$ cat src/rtl/psg_pkg.sv
package psg_pkg;
  localparam int ALM_N   = 5;
  localparam int IDX_AIS = 0;
  localparam int IDX_LOP = 1;
  localparam int IDX_TIM = 2;
  localparam int IDX_UNQ = 3;
  localparam int IDX_PLM = 4;

  typedef enum logic [2:0] {
    ERDI_NONE = 3'b001,
    ERDI_PAY  = 3'b010,
    ERDI_SRV  = 3'b101,
    ERDI_CON  = 3'b110
  } erdi_code_t;

  localparam logic [2:0] RDI1_SET = 3'b100;
  localparam logic [2:0] RDI1_CLR = 3'b000;
endpackage

$ cat src/rtl/psg_rdi_sel.sv
module psg_rdi_sel
  import psg_pkg::*;
(
  input  logic [ALM_N-1:0] alarm_i,
  input  logic [ALM_N-1:0] inh_i,
  input  logic             enh_i,
  input  logic             sw_en_i,
  input  logic [2:0]       sw_val_i,
  output logic [2:0]       rdi_o
);
  logic [ALM_N-1:0] live;
  logic srv, con, pay, any;
  erdi_code_t ecode;

  // mask every alarm with its own inhibit
  for (genvar g = 0; g < ALM_N; g++) begin : g_mask
    assign live[g] = alarm_i[g] & ~inh_i[g];
  end

  assign srv = live[IDX_AIS] | live[IDX_LOP];
  assign con = live[IDX_TIM] | live[IDX_UNQ];
  assign pay = live[IDX_PLM];
  assign any = |live;

  always_comb begin
    if (srv)      ecode = ERDI_SRV;
    else if (con) ecode = ERDI_CON;
    else if (pay) ecode = ERDI_PAY;
    else          ecode = ERDI_NONE;
  end

  always_comb begin
    if (sw_en_i)    rdi_o = sw_val_i;
    else if (enh_i) rdi_o = ecode;
    else            rdi_o = any ? RDI1_SET : RDI1_CLR;
  end
endmodule

$ cat src/rtl/psg_rei_sel.sv
module psg_rei_sel #(
  parameter int CNT_W   = 4,
  parameter int REI_MAX = 8
) (
  input  logic [CNT_W-1:0] cnt_i,
  input  logic             inh_i,
  output logic [3:0]       rei_o
);
  localparam logic [CNT_W-1:0] LIMIT = CNT_W'(REI_MAX);

  always_comb begin
    if (inh_i || (cnt_i > LIMIT)) rei_o = 4'h0;
    else                          rei_o = cnt_i[3:0];
  end
endmodule

$ cat src/rtl/psg_err_gate.sv
module psg_err_gate (
  input  logic clk,
  input  logic rst,
  input  logic frm_i,
  input  logic pulse_i,
  input  logic pulse_mode_i,
  input  logic b3_ins_i,
  input  logic g1_ins_i,
  output logic b3_hit_o,
  output logic g1_hit_o
);
  logic pend_q;
  logic pend_now;
  logic gate;

  // a pulse in the strobe cycle counts for that strobe
  assign pend_now = pend_q | pulse_i;
  assign gate     = pulse_mode_i ? pend_now : 1'b1;
  assign b3_hit_o = b3_ins_i & gate;
  assign g1_hit_o = g1_ins_i & gate;

  always_ff @(posedge clk) begin
    if (rst)        pend_q <= 1'b0;
    else if (frm_i) pend_q <= 1'b0;
    else if (pulse_i) pend_q <= 1'b1;
  end
endmodule

$ cat src/rtl/path_status_gen.sv
module path_status_gen
  import psg_pkg::*;
#(
  parameter int CNT_W   = 4,
  parameter int REI_MAX = 8
) (
  input  logic             clk,
  input  logic             rst,
  input  logic             frm_i,
  input  logic [4:0]       alarm_i,
  input  logic [4:0]       alarm_inh_i,
  input  logic [CNT_W-1:0] b3_errcnt_i,
  input  logic             rdi_sw_en_i,
  input  logic [2:0]       rdi_sw_val_i,
  input  logic             rdi_enh_i,
  input  logic             rei_inh_i,
  input  logic             b3_err_ins_i,
  input  logic             g1_err_ins_i,
  input  logic             pulse_mode_i,
  input  logic             err_pulse_i,
  output logic [7:0]       g1_o,
  output logic             b3_inv_o
);
  logic [2:0] rdi;
  logic [3:0] rei;
  logic       b3_hit, g1_hit;
  logic [7:0] g1_next;

  psg_rdi_sel u_rdi (
    .alarm_i (alarm_i),
    .inh_i   (alarm_inh_i),
    .enh_i   (rdi_enh_i),
    .sw_en_i (rdi_sw_en_i),
    .sw_val_i(rdi_sw_val_i),
    .rdi_o   (rdi)
  );

  psg_rei_sel #(.CNT_W(CNT_W), .REI_MAX(REI_MAX)) u_rei (
    .cnt_i(b3_errcnt_i),
    .inh_i(rei_inh_i),
    .rei_o(rei)
  );

  psg_err_gate u_gate (
    .clk         (clk),
    .rst         (rst),
    .frm_i       (frm_i),
    .pulse_i     (err_pulse_i),
    .pulse_mode_i(pulse_mode_i),
    .b3_ins_i    (b3_err_ins_i),
    .g1_ins_i    (g1_err_ins_i),
    .b3_hit_o    (b3_hit),
    .g1_hit_o    (g1_hit)
  );

  assign g1_next = {rei ^ {4{g1_hit}}, rdi, 1'b0};

  always_ff @(posedge clk) begin
    if (rst) begin
      g1_o     <= 8'h00;
      b3_inv_o <= 1'b0;
    end else if (frm_i) begin
      g1_o     <= g1_next;
      b3_inv_o <= b3_hit;
    end
  end
endmodule

$ cat config.mk
export PLATFORM = sky130hd
export DESIGN_NAME = path_status_gen
export DESIGN_NICKNAME = d
export VERILOG_FILES = /design/src/rtl/psg_pkg.sv /design/src/rtl/psg_rdi_sel.sv /design/src/rtl/psg_rei_sel.sv /design/src/rtl/psg_err_gate.sv /design/src/rtl/path_status_gen.sv
export SDC_FILE = /design/constraint.sdc
export NUM_CORES = 1
export LEC_CHECK = 0
export ABC_CLOCK_PERIOD_IN_PS = 1700
export CAP_MARGIN = 10
export CORE_MARGIN = 8
export CORE_UTILIZATION = 32
export DETAILED_ROUTE_END_ITERATION = 10
export PLACE_DENSITY = 0.73
export SLEW_MARGIN = 5
export SYNTH_ARGS = -nofsm -noshare
export SYNTH_HDL_FRONTEND = slang
export SYNTH_SLANG_ARGS = --single-unit
$ cat constraint.sdc
create_clock -name clk -period 1.7 [get_ports clk]
set_clock_uncertainty 0.15 [all_clocks]
set_input_delay 0.17 -clock clk [delete_from_list [all_inputs] [get_ports clk]]
set_output_delay 0.17 -clock clk [all_outputs]
set_load 0.05 [all_outputs]
# Word level (Yosys, flattened, before mapping)
# Cells that the tools add are included.
# word_totals
elab_cells	31
register_bits	9
out_inout_bits	9
inputBits	27
# classes
n_reduce_logical	3
magnitude_cmp	1
bitwise	16
muxes	8
# op_table
cell	count
$mux W3	5
$and A1 B1 Y1	7
$not A1 Y1	5
$reduce_or A5 Y1	1
$gt A4 B4 Y1 const B	1
$mux W4	1
$xor A4 B4 Y4	1
$or A1 B1 Y1	3
$mux W2	1
$reduce_or A2 Y1	1
$logic_or A1 B1 Y1	1
$mux W1	1

# Logic depth before layout (Yosys ltp)
# Gate-level depths: netlist of the first run.
# depth
depth_word	7
mapped_depth	4
ltp_nobuf	4

# Hierarchy
# Synthesis of the first run repeated with hierarchy kept, for this count alone.
# hier_totals
cells_unflattened	57
area_unflattened_um2	520.5
# by_module_without_submodules
mod	instances	seq_area_each_um2	cells_each	area_per_inst_um2
path_status_gen	1	160.2	33	332.8
psg_rdi_sel	1	0.0	13	93.8
psg_err_gate	1	20.0	5	50.0
psg_rei_sel	1	0.0	6	43.8

# Least setup slack after synthesis of the first run
# Ideal clock, no wire load.
# synth_timing
kind	register to register
from	register u_gate.pend_q
to	register g1_o[4]
setup_slack_ns	0.411
arrival_time_ns	1.054
path_stages_with_launch	5
required_ns	1.464
setup_ns	0.086
period_less_slack_ns	1.289
n_path_buf	0
cell_sequence	dfxtp_1 or3b_4 nand2_4 xnor2_1 a211oi_1
# synth_via
elab_chain_cells	4
# synth_lines
element	line_no	text
start: declaration	psg_err_gate.sv:12	logic pend_q;
start signal: assignment	psg_err_gate.sv:23	if (rst) pend_q <= 1'b0;
start signal: assignment	psg_err_gate.sv:24	else if (frm_i) pend_q <= 1'b0;
start signal: assignment	psg_err_gate.sv:25	else if (pulse_i) pend_q <= 1'b1;
$or A1 B1 Y1	psg_err_gate.sv:17	assign pend_now = pend_q | pulse_i;
$mux W1	psg_err_gate.sv:18	assign gate = pulse_mode_i ? pend_now : 1'b1;
$and A1 B1 Y1	psg_err_gate.sv:20	assign g1_hit_o = g1_ins_i & gate;
$xor A4 B4 Y4	path_status_gen.sv:56	assign g1_next = {rei ^ {4{g1_hit}}, rdi, 1'b0};
end signal: assignment	path_status_gen.sv:63	g1_o <= g1_next;
end: declaration	path_status_gen.sv:21	output logic [7:0] g1_o,
# Every way passes these cells.
# A chain may end at the register's enable or synchronous reset.

# Worst setup path after layout of the first run
# layout_timing
from	input pulse_mode_i
to	register g1_o[6]
# layout_via
elab_chain_cells	3
# layout_lines
element	line_no	text
start: declaration	path_status_gen.sv:19	input logic pulse_mode_i,
$mux W1	psg_err_gate.sv:18	
$and A1 B1 Y1	psg_err_gate.sv:20	
$xor A4 B4 Y4	path_status_gen.sv:56	
# Every way passes these cells.

==> results of run 1 <==
registers in the layout, summed over array words and instances, names as in the netlist:
signal,flops
b3_inv_o,1
g1_o,7
u_gate.pend_q,1
how the worst max path moves through the flow:
stage | end | slack (ps) | cells past startpoint
after floorplan | g1_o[4] | 410 | 4
after global placement | g1_o[6] | 4 | 5
after detailed placement | g1_o[5] | 6 | 5
after CTS | g1_o[6] | 280 | 5
after global routing | g1_o[6] | 180 | 4
final | g1_o[6] | 290 | 5
layer usage:
metal,wire (um),track usage (%)
met5,0,0
met3,115,5.48
met2,742,16.3
met1,613,10.9
met4,0,3.17
stage by stage:
stage / setup slack, ps / util, % / hold WS [ps]
floorplan: 411 / - / 130
global placement: 4.08 / 56.4 / 288
detailed placement: 6.25 / 56.4 / 310
CTS: 279 / 58.2 / 324
global route: 182 / 58.2 / 362
finish: 293 / 58.2 / 317
placed cells by master (no fill, tap or decap):
cell type and count:
clkdlybuf4s50_1 26, buf_4 10, dfxtp_1 9, nor2_1 7
nand2_1 7, inv_1 5, xnor2_1 4, a211oi_1 4
nand2b_1 3, clkbuf_4 3, nand3b_1 2, o22ai_1 2
nand3_1 2, o21ai_0 2, a311oi_1 2, o21a_1 2
nor3_1 1, or3b_4 1, nand2_4 1, nor2b_1 1
o21bai_1 1, a2111oi_0 1, a21oi_1 1, conb_1 1
clkbuf_1 1
logic make-up (layout without fill, tap and decap cells):
family / Yosys count / count (layout) / synth area share [%]
buf+inv: 9 / 45 / 7.85
compound gates: 15 / 15 / 21.5
other cells: 1 / 1 / 0.759
simple gates: 25 / 25 / 26.3
xor+xnor: 4 / 4 / 7.09
flops: 9 / 9 / 36.5
power by group:
group	internal (uW)	switching (uW)	leakage [uW]
Combinational	101	103	0.000265
Sequential	226	8.26	0.0000745
Clock	90.2	71.1	0.0000150
Total	417	183	0.000354
final cells by class:
cell class / count / area [um2] / area share [%]
sequential: 9 / 180 / 21.1
clock buffer: 4 / 26.3 / 3.07
tap: 16 / 20.0 / 2.34
multi-input combinational: 45 / 275 / 32.2
timing repair buffer: 36 / 335 / 39.2
inverter: 5 / 18.8 / 2.19
synth_stat cells (all sizes together):
library cell	instances	area share, %
o21bai	1	1.5
nor2	7	5.3
nand2	8	7.6
inv	5	3.8
clkbuf	2	1.5
a21oi	1	1.0
buf	2	2.5
a211oi	4	6.1
xnor2	4	7.1
conb	1	0.76
nand2b	3	3.8
o21ai	2	2.0
dfxtp	9	36
a2111oi	1	1.8
nor3	1	1.0
nand3	2	2.0
nor2b	1	1.3
a311oi	2	3.5
o22ai	2	2.5
o21a	2	3.0
or3b	1	2.3
nand3b	2	3.0
worst max-delay path, stage by stage:
cell	delay, ps
clkdlybuf4s50_1	450
or3b_4	390
nand2_4	110
xnor2_1	70
a211oi_1	230
==> results.py, run 1 <==
metrics = {
    "routing": {
        "routed_wl_um": 1470,
        "drtIter0Drc": 8,
        "drt-pass1-iter-count": 4,
        "viasPerCell": 4.72,
        "num_vias": 543,
        "avgRoutedWirePerCell_um": 12.8,
        "ant_nets": 0,
        "drc": 0,
    },
    "setup_path": {
        "r2r_start": "u_gate.pend_q",
        "end_kind": "flop",
        "critPathMaxFanout": 4,
        "crit_path_start_kind": "primary input",
        "cp.required_ps": 1720,
        "worstSetupPathType": "in -> reg",
        "reg2reg_slack_ps": 320,
        "reg2regPathDepth": 4,
        "worstPathArrival_ps": 1430,
        "r2r-end": "g1_o[6]",
        "worstSetupStartpoint": "pulse_mode_i",
    },
    "power": {
        "ir_drop_uv": 511,
        "power_density_nw_per_um2": 701,
        "p_leak_uw": 0.000354,
        "total_power_uw": 600,
    },
    "min_path": {
        "hp-class": "reg -> reg",
        "hp-start": "g1_o[3]",
        "whs_endpoint": "g1_o[3]",
        "min_path_cells": 2,
    },
    "sta": {
        "rsz0062_at_grt": "false",
        "timing.final.hold_violations": 0,
        "min_period_over_period_pct": 82.7,
        "slew_viol_final": 0,
        "setup_viol": 0,
        "min_period_ps": 1410,
        "fin_setup_tns_ps": 0,
        "fmax_mhz": 711,
    },
    "place": {
        "placed_cell_area_um2": 830,
        "io_buffers": 34,
        "gp_congestion": 0.681,
        "place_inst": 111,
        "dpl.hpwl_um": 1280,
    },
    "layout": {
        "antenna_cells": 0,
        "area_growth_syn_to_layout_pct": 73.2,
        "fillerInstances": 159,
        "drive_gt1_share_pct": 15.2,
        "nets": 127,
        "instances_no_fill": 115,
        "postLayoutCellArea_um2": 856,
    },
    "global_route": {
        "grt_pass1_wl_um": 2620,
        "grt_max_degree": 10,
        "grt_remaining_overflow": 0,
        "antenna_found_initial": 0,
        "grt.total_usage_pct": 10.1,
        "grt_pass1_vias": 575,
    },
    "clock_tree": {
        "cts_tree": "built",
        "htreeDepth": 1,
        "cts_resized": 0,
        "cts_root_buf": "clkbuf_4",
        "cts_hold_buf": 0,
        "path_clk_slew_ps": 60,
        "cts_buffer_depth": 2,
        "clock_latency_ps": 250,
        "postCtsSetupRepairBufs": 0,
        "cts_made_buffers": 3,
        "clkSinkCount": 9,
    },
    "outcome": {
        "status": "finished, final reports clean",
    },
    "die": {
        "die_h_um": 55.3,
        "die_w_um": 55.3,
        "pin_count": 36,
        "start_util_pct": 33.6,
        "die_area_um2": 3060,
        "row_count": 14,
        "coreArea_um2": 1470,
    },
    "synthesis": {
        "synth_cell_types": 24,
        "synth_area_per_cell_um2": 7.84,
        "syn-cell-area_um2": 494,
        "ys_seq_elements": 9,
        "netlist_instances": 63,
        "ys_warn_count": 0,
        "syn_nets": 90,
        "ys_seq_area_share_pct": 36.5,
    },
    "run": {
        "max_cap_violations": 0,
    },
}
Note: power is estimated with default switching activity, not from simulation.
==> run 2: changes to the inputs <==
ABC_CLOCK_PERIOD_IN_PS = 1300   (was 1700)
clock period = 1.3 ns   (was 1.7 ns; I/O delays follow)
==> run 2 against run 1 <==
The flow now finishes with violations (negative setup slack). Clock power rose by 33%. Flip-flop and latch count unchanged. Global-route usage down 0.96 points. Critical endpoint is now g1_o[4].
==> results.py, run 2 (synthesis gave the netlist of run 1 again) <==
metrics = {
    "routing": {
        "ant_nets": 0,
        "avgRoutedWirePerCell_um": 12.8,
        "routed_wl_um": 1500,
        "viasPerCell": 4.83,
        "drc": 0,
        "num_vias": 565,
        "drt-pass1-iter-count": 4,
        "drtIter0Drc": 7,
    },
    "clock_tree": {
        "cts_hold_buf": 0,
        "clock_latency_ps": 260,
        "path_clk_slew_ps": 70,
        "htreeDepth": 1,
        "cts_tree": "built",
        "cts_buffer_depth": 2,
        "cts_made_buffers": 3,
        "clkSinkCount": 9,
        "cts_root_buf": "clkbuf_4",
    },
    "layout": {
        "postLayoutCellArea_um2": 1030,
        "largest_reg_flops": 7,
        "top_register": "g1_o",
        "final_common_cell": "clkdlybuf4s50_1",
        "drive_gt1_share_pct": 25.7,
        "reg.largest.list": "g1_o: 7 flops, b3_inv_o: 1 flops, u_gate.pend_q: 1 flops",
        "final_cell_mix": "23 x clkdlybuf4s50_1, 8 x dfxtp_1, 8 x buf_12, 7 x nor2_1, 7 x nand2_1",
        "nets": 129,
        "final_core_util_pct": 69.8,
        "antenna_cells": 0,
        "area_growth_syn_to_layout_pct": 108,
        "fillerInstances": 114,
    },
    "place": {
        "placed_cell_area_um2": 945,
        "dpl_worst_slack_ps": -339,
        "dpl.hpwl_um": 1220,
        "io_buffers": 34,
        "gp_congestion": 0.654,
    },
    "die": {
        "row_count": 14,
        "die_h_um": 55.3,
        "die_area_um2": 3060,
        "coreArea_um2": 1470,
        "start_util_pct": 33.6,
        "pin_count": 36,
        "die_w_um": 55.3,
    },
    "global_route": {
        "grt_pass1_wl_um": 2440,
        "grt_remaining_overflow": 0,
        "grt.total_usage_pct": 9.12,
        "grt_max_degree": 10,
        "grt_pass1_vias": 576,
        "antenna_found_initial": 0,
    },
    "run": {
        "max_cap_violations": 0,
    },
    "outcome": {
        "violations": "negative setup slack",
        "status": "finished, violations left",
    },
    "setup_path": {
        "crit_path_start_kind": "flop",
        "cp.required_ps": 1320,
        "critPathMaxFanout": 4,
        "worstSetupPathType": "reg -> reg",
        "end_kind": "flop",
        "worstPathArrival_ps": 1360,
    },
    "power": {
        "ir_drop_uv": 453,
        "p_leak_uw": 0.000428,
        "power_density_nw_per_um2": 842,
    },
    "sta": {
        "rsz0062_at_grt": "true",
        "min_period_ps": 1340,
        "min_period_over_period_pct": 103,
        "timing.final.hold_violations": 0,
        "fin_setup_tns_ps": -67.5,
        "fmax_mhz": 748,
        "slew_viol_final": 0,
        "setup_slack_ps": -36.5,
        "setup_viol": 2,
    },
    "min_path": {
        "hp-class": "in -> reg",
    },
}
[run 2: changes by cell type in the layout (fill, tap and decap cells not counted), moves of 3 or more]
cell	before	now
clkdlybuf4s50_1	26	23
xnor2_1	4	1
xnor2_2	0	3
buf_12	0	8
buf_4	10	4
[run 2: final timing paths]
kind | from | endpoint | slack, ps | cells after the start
max | u_gate.pend_q | g1_o[4] | -40 | 4
min | rdi_sw_en_i | g1_o[2] | 110 | 3
max reg2reg | u_gate.pend_q | g1_o[4] | -40 | 4
min reg2reg | u_gate.pend_q | u_gate.pend_q | 310 | 1
[run 2: timing repair]
action | 4_1_cts | 5_1_grt
pin swaps | 7 | 2
buffers inserted | 0 | 0
gates resized for setup | 4 | 9
setup endpoints to repair | 4 | 6
[run 2: cell type report]
class	instances	area (um2)	share of cell area, %
Clock inverter	1	5.00	0.487
Tap cell	16	20.0	1.95
Inverter	5	18.8	1.83
Clock buffer	3	22.5	2.19
Multi-Input combinational cell	45	329	32.0
Sequential cell	9	181	17.7
Timing Repair Buffer	38	450	43.8
[run 2: critical path: stages, from the launching register on]
cell and delay [ps]:
dfxtp_2 320, or3b_4 410, nand2_8 100, xnor2_2 60
a211oi_1 210
[run 2: per-layer routing]
metal  up-vias  track usage (%)  wire, um
met2        19             15.1       804
met5         -                0         0
li1        289                -         -
met3         0             4.57       112
met4         0             1.06         0
met1       257             10.5       585
[run 2: power breakdown]
part | leakage (uW) | switching [uW] | total, uW | internal, uW
Combinational | 0.000336 | 149 | 336 | 187
Sequential | 0.0000749 | 19.9 | 316 | 296
Clock | 0.0000177 | 100 | 214 | 113
[run 2: stage by stage]
step | hold WS (ps) | instances | power (uW)
global placement | 306 | 113 | 633
floorplan | 90.2 | 63 | 456
global route | 140 | 117 | 911
finish | 110 | 117 | 865
detailed placement | 311 | 113 | 636
CTS | 157 | 117 | 853
==> run 3: changes to the inputs <==
ABC_CLOCK_PERIOD_IN_PS = 1500   (was 1300)
clock period = 1.5 ns   (was 1.3 ns; I/O delays follow)
==> run 3 against run 2 <==
The run now ends clean. Global-route usage increased by 0.93 points. Sequential share of layout area increased by 0.90 points. Count of clock-buffer cells in the layout increased by 1. Non-clock buffer count unchanged. Flip-flop and latch count unchanged. Cell area decreased by 5.5%. Hold slack improved by 210 ps. Critical path depth increased by 1. Register-to-register slack improved by 170 ps. Final cell count unchanged. Largest power group is now registers.
==> results.py, run 3 (synthesis gave the netlist of run 1 again) <==
metrics = {
    "sta": {
        "setup_viol": 0,
        "min_period_ps": 1390,
        "timing.final.hold_violations": 0,
        "min_period_over_period_pct": 92.9,
        "fin_setup_tns_ps": 0,
        "fmax_mhz": 717,
        "rsz0062_at_grt": "false",
        "slew_viol_final": 0,
    },
    "run": {
        "max_cap_violations": 0,
    },
    "die": {
        "coreArea_um2": 1470,
        "die_w_um": 55.3,
        "die_h_um": 55.3,
        "pin_count": 36,
        "row_count": 14,
        "start_util_pct": 33.6,
        "die_area_um2": 3060,
    },
    "setup_path": {
        "cp.required_ps": 1520,
        "worstPathArrival_ps": 1410,
        "worstSetupPathType": "in -> reg",
        "critPathMaxFanout": 4,
        "end_kind": "flop",
        "crit_path_start_kind": "primary input",
    },
    "layout": {
        "instances_no_fill": 117,
        "nets": 129,
        "drive_gt1_share_pct": 16.8,
        "top_register": "g1_o",
        "antenna_cells": 0,
        "largest_reg_flops": 7,
        "reg.largest.list": "g1_o: 7 flops, b3_inv_o: 1 flops, u_gate.pend_q: 1 flops",
        "area_growth_syn_to_layout_pct": 96.5,
        "final_cell_mix": "26 x clkdlybuf4s50_1, 9 x dfxtp_1, 8 x buf_12, 7 x nor2_1, 7 x nand2_1",
        "final_common_cell": "clkdlybuf4s50_1",
    },
    "clock_tree": {
        "clkSinkCount": 9,
        "cts_resized": 0,
        "cts_made_buffers": 3,
        "postCtsSetupRepairBufs": 0,
        "cts_buffer_depth": 2,
        "cts_root_buf": "clkbuf_4",
        "cts_hold_buf": 0,
        "clock_latency_ps": 260,
        "cts_tree": "built",
        "path_clk_slew_ps": 60,
        "htreeDepth": 1,
    },
    "routing": {
        "avgRoutedWirePerCell_um": 12.2,
        "drtIter0Drc": 15,
        "drt-pass1-iter-count": 4,
        "viasPerCell": 4.71,
        "ant_nets": 0,
        "num_vias": 551,
        "drc": 0,
        "routed_wl_um": 1420,
    },
    "global_route": {
        "grt_max_degree": 10,
        "grt_pass1_vias": 601,
        "grt.total_usage_pct": 10.0,
        "grt_remaining_overflow": 0,
        "antenna_found_initial": 0,
        "grt_pass1_wl_um": 2640,
    },
    "power": {
        "power_density_nw_per_um2": 755,
        "ir_drop_uv": 393,
        "p_leak_uw": 0.000391,
    },
    "place": {
        "io_buffers": 34,
        "dpl.hpwl_um": 1230,
        "gp_congestion": 0.654,
        "place_inst": 113,
    },
    "outcome": {
        "status": "finished, final reports clean",
    },
    "min_path": {
        "hp-class": "reg -> reg",
    },
}
-- run 3: changes by cell type in the layout (fill, tap and decap cells not counted), sizes merged --
cell / before / now
clkinv: 1 / 0
dlygate4sd2: 2 / 0
clkdlybuf4s50: 23 / 26
clkbuf: 3 / 4
dlymetal6s2s: 1 / 0
-- run 3: final cells by class --
type	count	area (um2)
Multi-Input combinational cell	45	275
Timing Repair Buffer	38	450
Clock buffer	4	26.3
Tap cell	16	20.0
Inverter	5	18.8
Fill cell	128	500
Sequential cell	9	180
-- run 3: where the power goes --
part           internal (uW)  total, uW  switching (uW)
registers                256        274            18.0
clock network            103        188            85.2
logic                    155        271             117
total                    513        733             220
-- run 3: worst paths after layout --
path	to	cells past startpoint	slack, ps	from
worst max-delay path	g1_o[4]	5	110	pulse_mode_i
worst max register to register	g1_o[4]	4	130	u_gate.pend_q
worst min register to register	u_gate.pend_q	1	320	u_gate.pend_q
worst min-delay path	u_gate.pend_q	1	320	u_gate.pend_q
-- run 3: through the flow --
| step | power (uW) | util, % | hold slack [ps] | area, um2 | setup slack, ps |
|---|---|---|---|---|---|
| finish | 733 | 66.0 | 323 | 971 | 106 |
| detailed placement | 552 | 64.2 | 318 | 945 | -167 |
| floorplan | 395 | - | 110 | 494 | 211 |
| global route | 774 | 66.0 | 344 | 971 | 31.8 |
| CTS | 744 | 66.0 | 324 | 971 | 98.7 |
| global placement | 549 | 64.2 | 306 | 945 | -115 |
-- run 3: metal layers --
metal | part of all wire [%] | global-route usage, %
met1 | 39 | 10.8
met2 | 50 | 16.2
met3 | 8.9 | 4.34
met4 | 1.3 | 5.28
met5 | 0 | 0
-- run 3: worst max-delay path: stages --
cell             delay (ps)
clkdlybuf4s50_1         460
or3b_4                  390
nand2_4                 110
xnor2_1                  70
a211oi_1                230
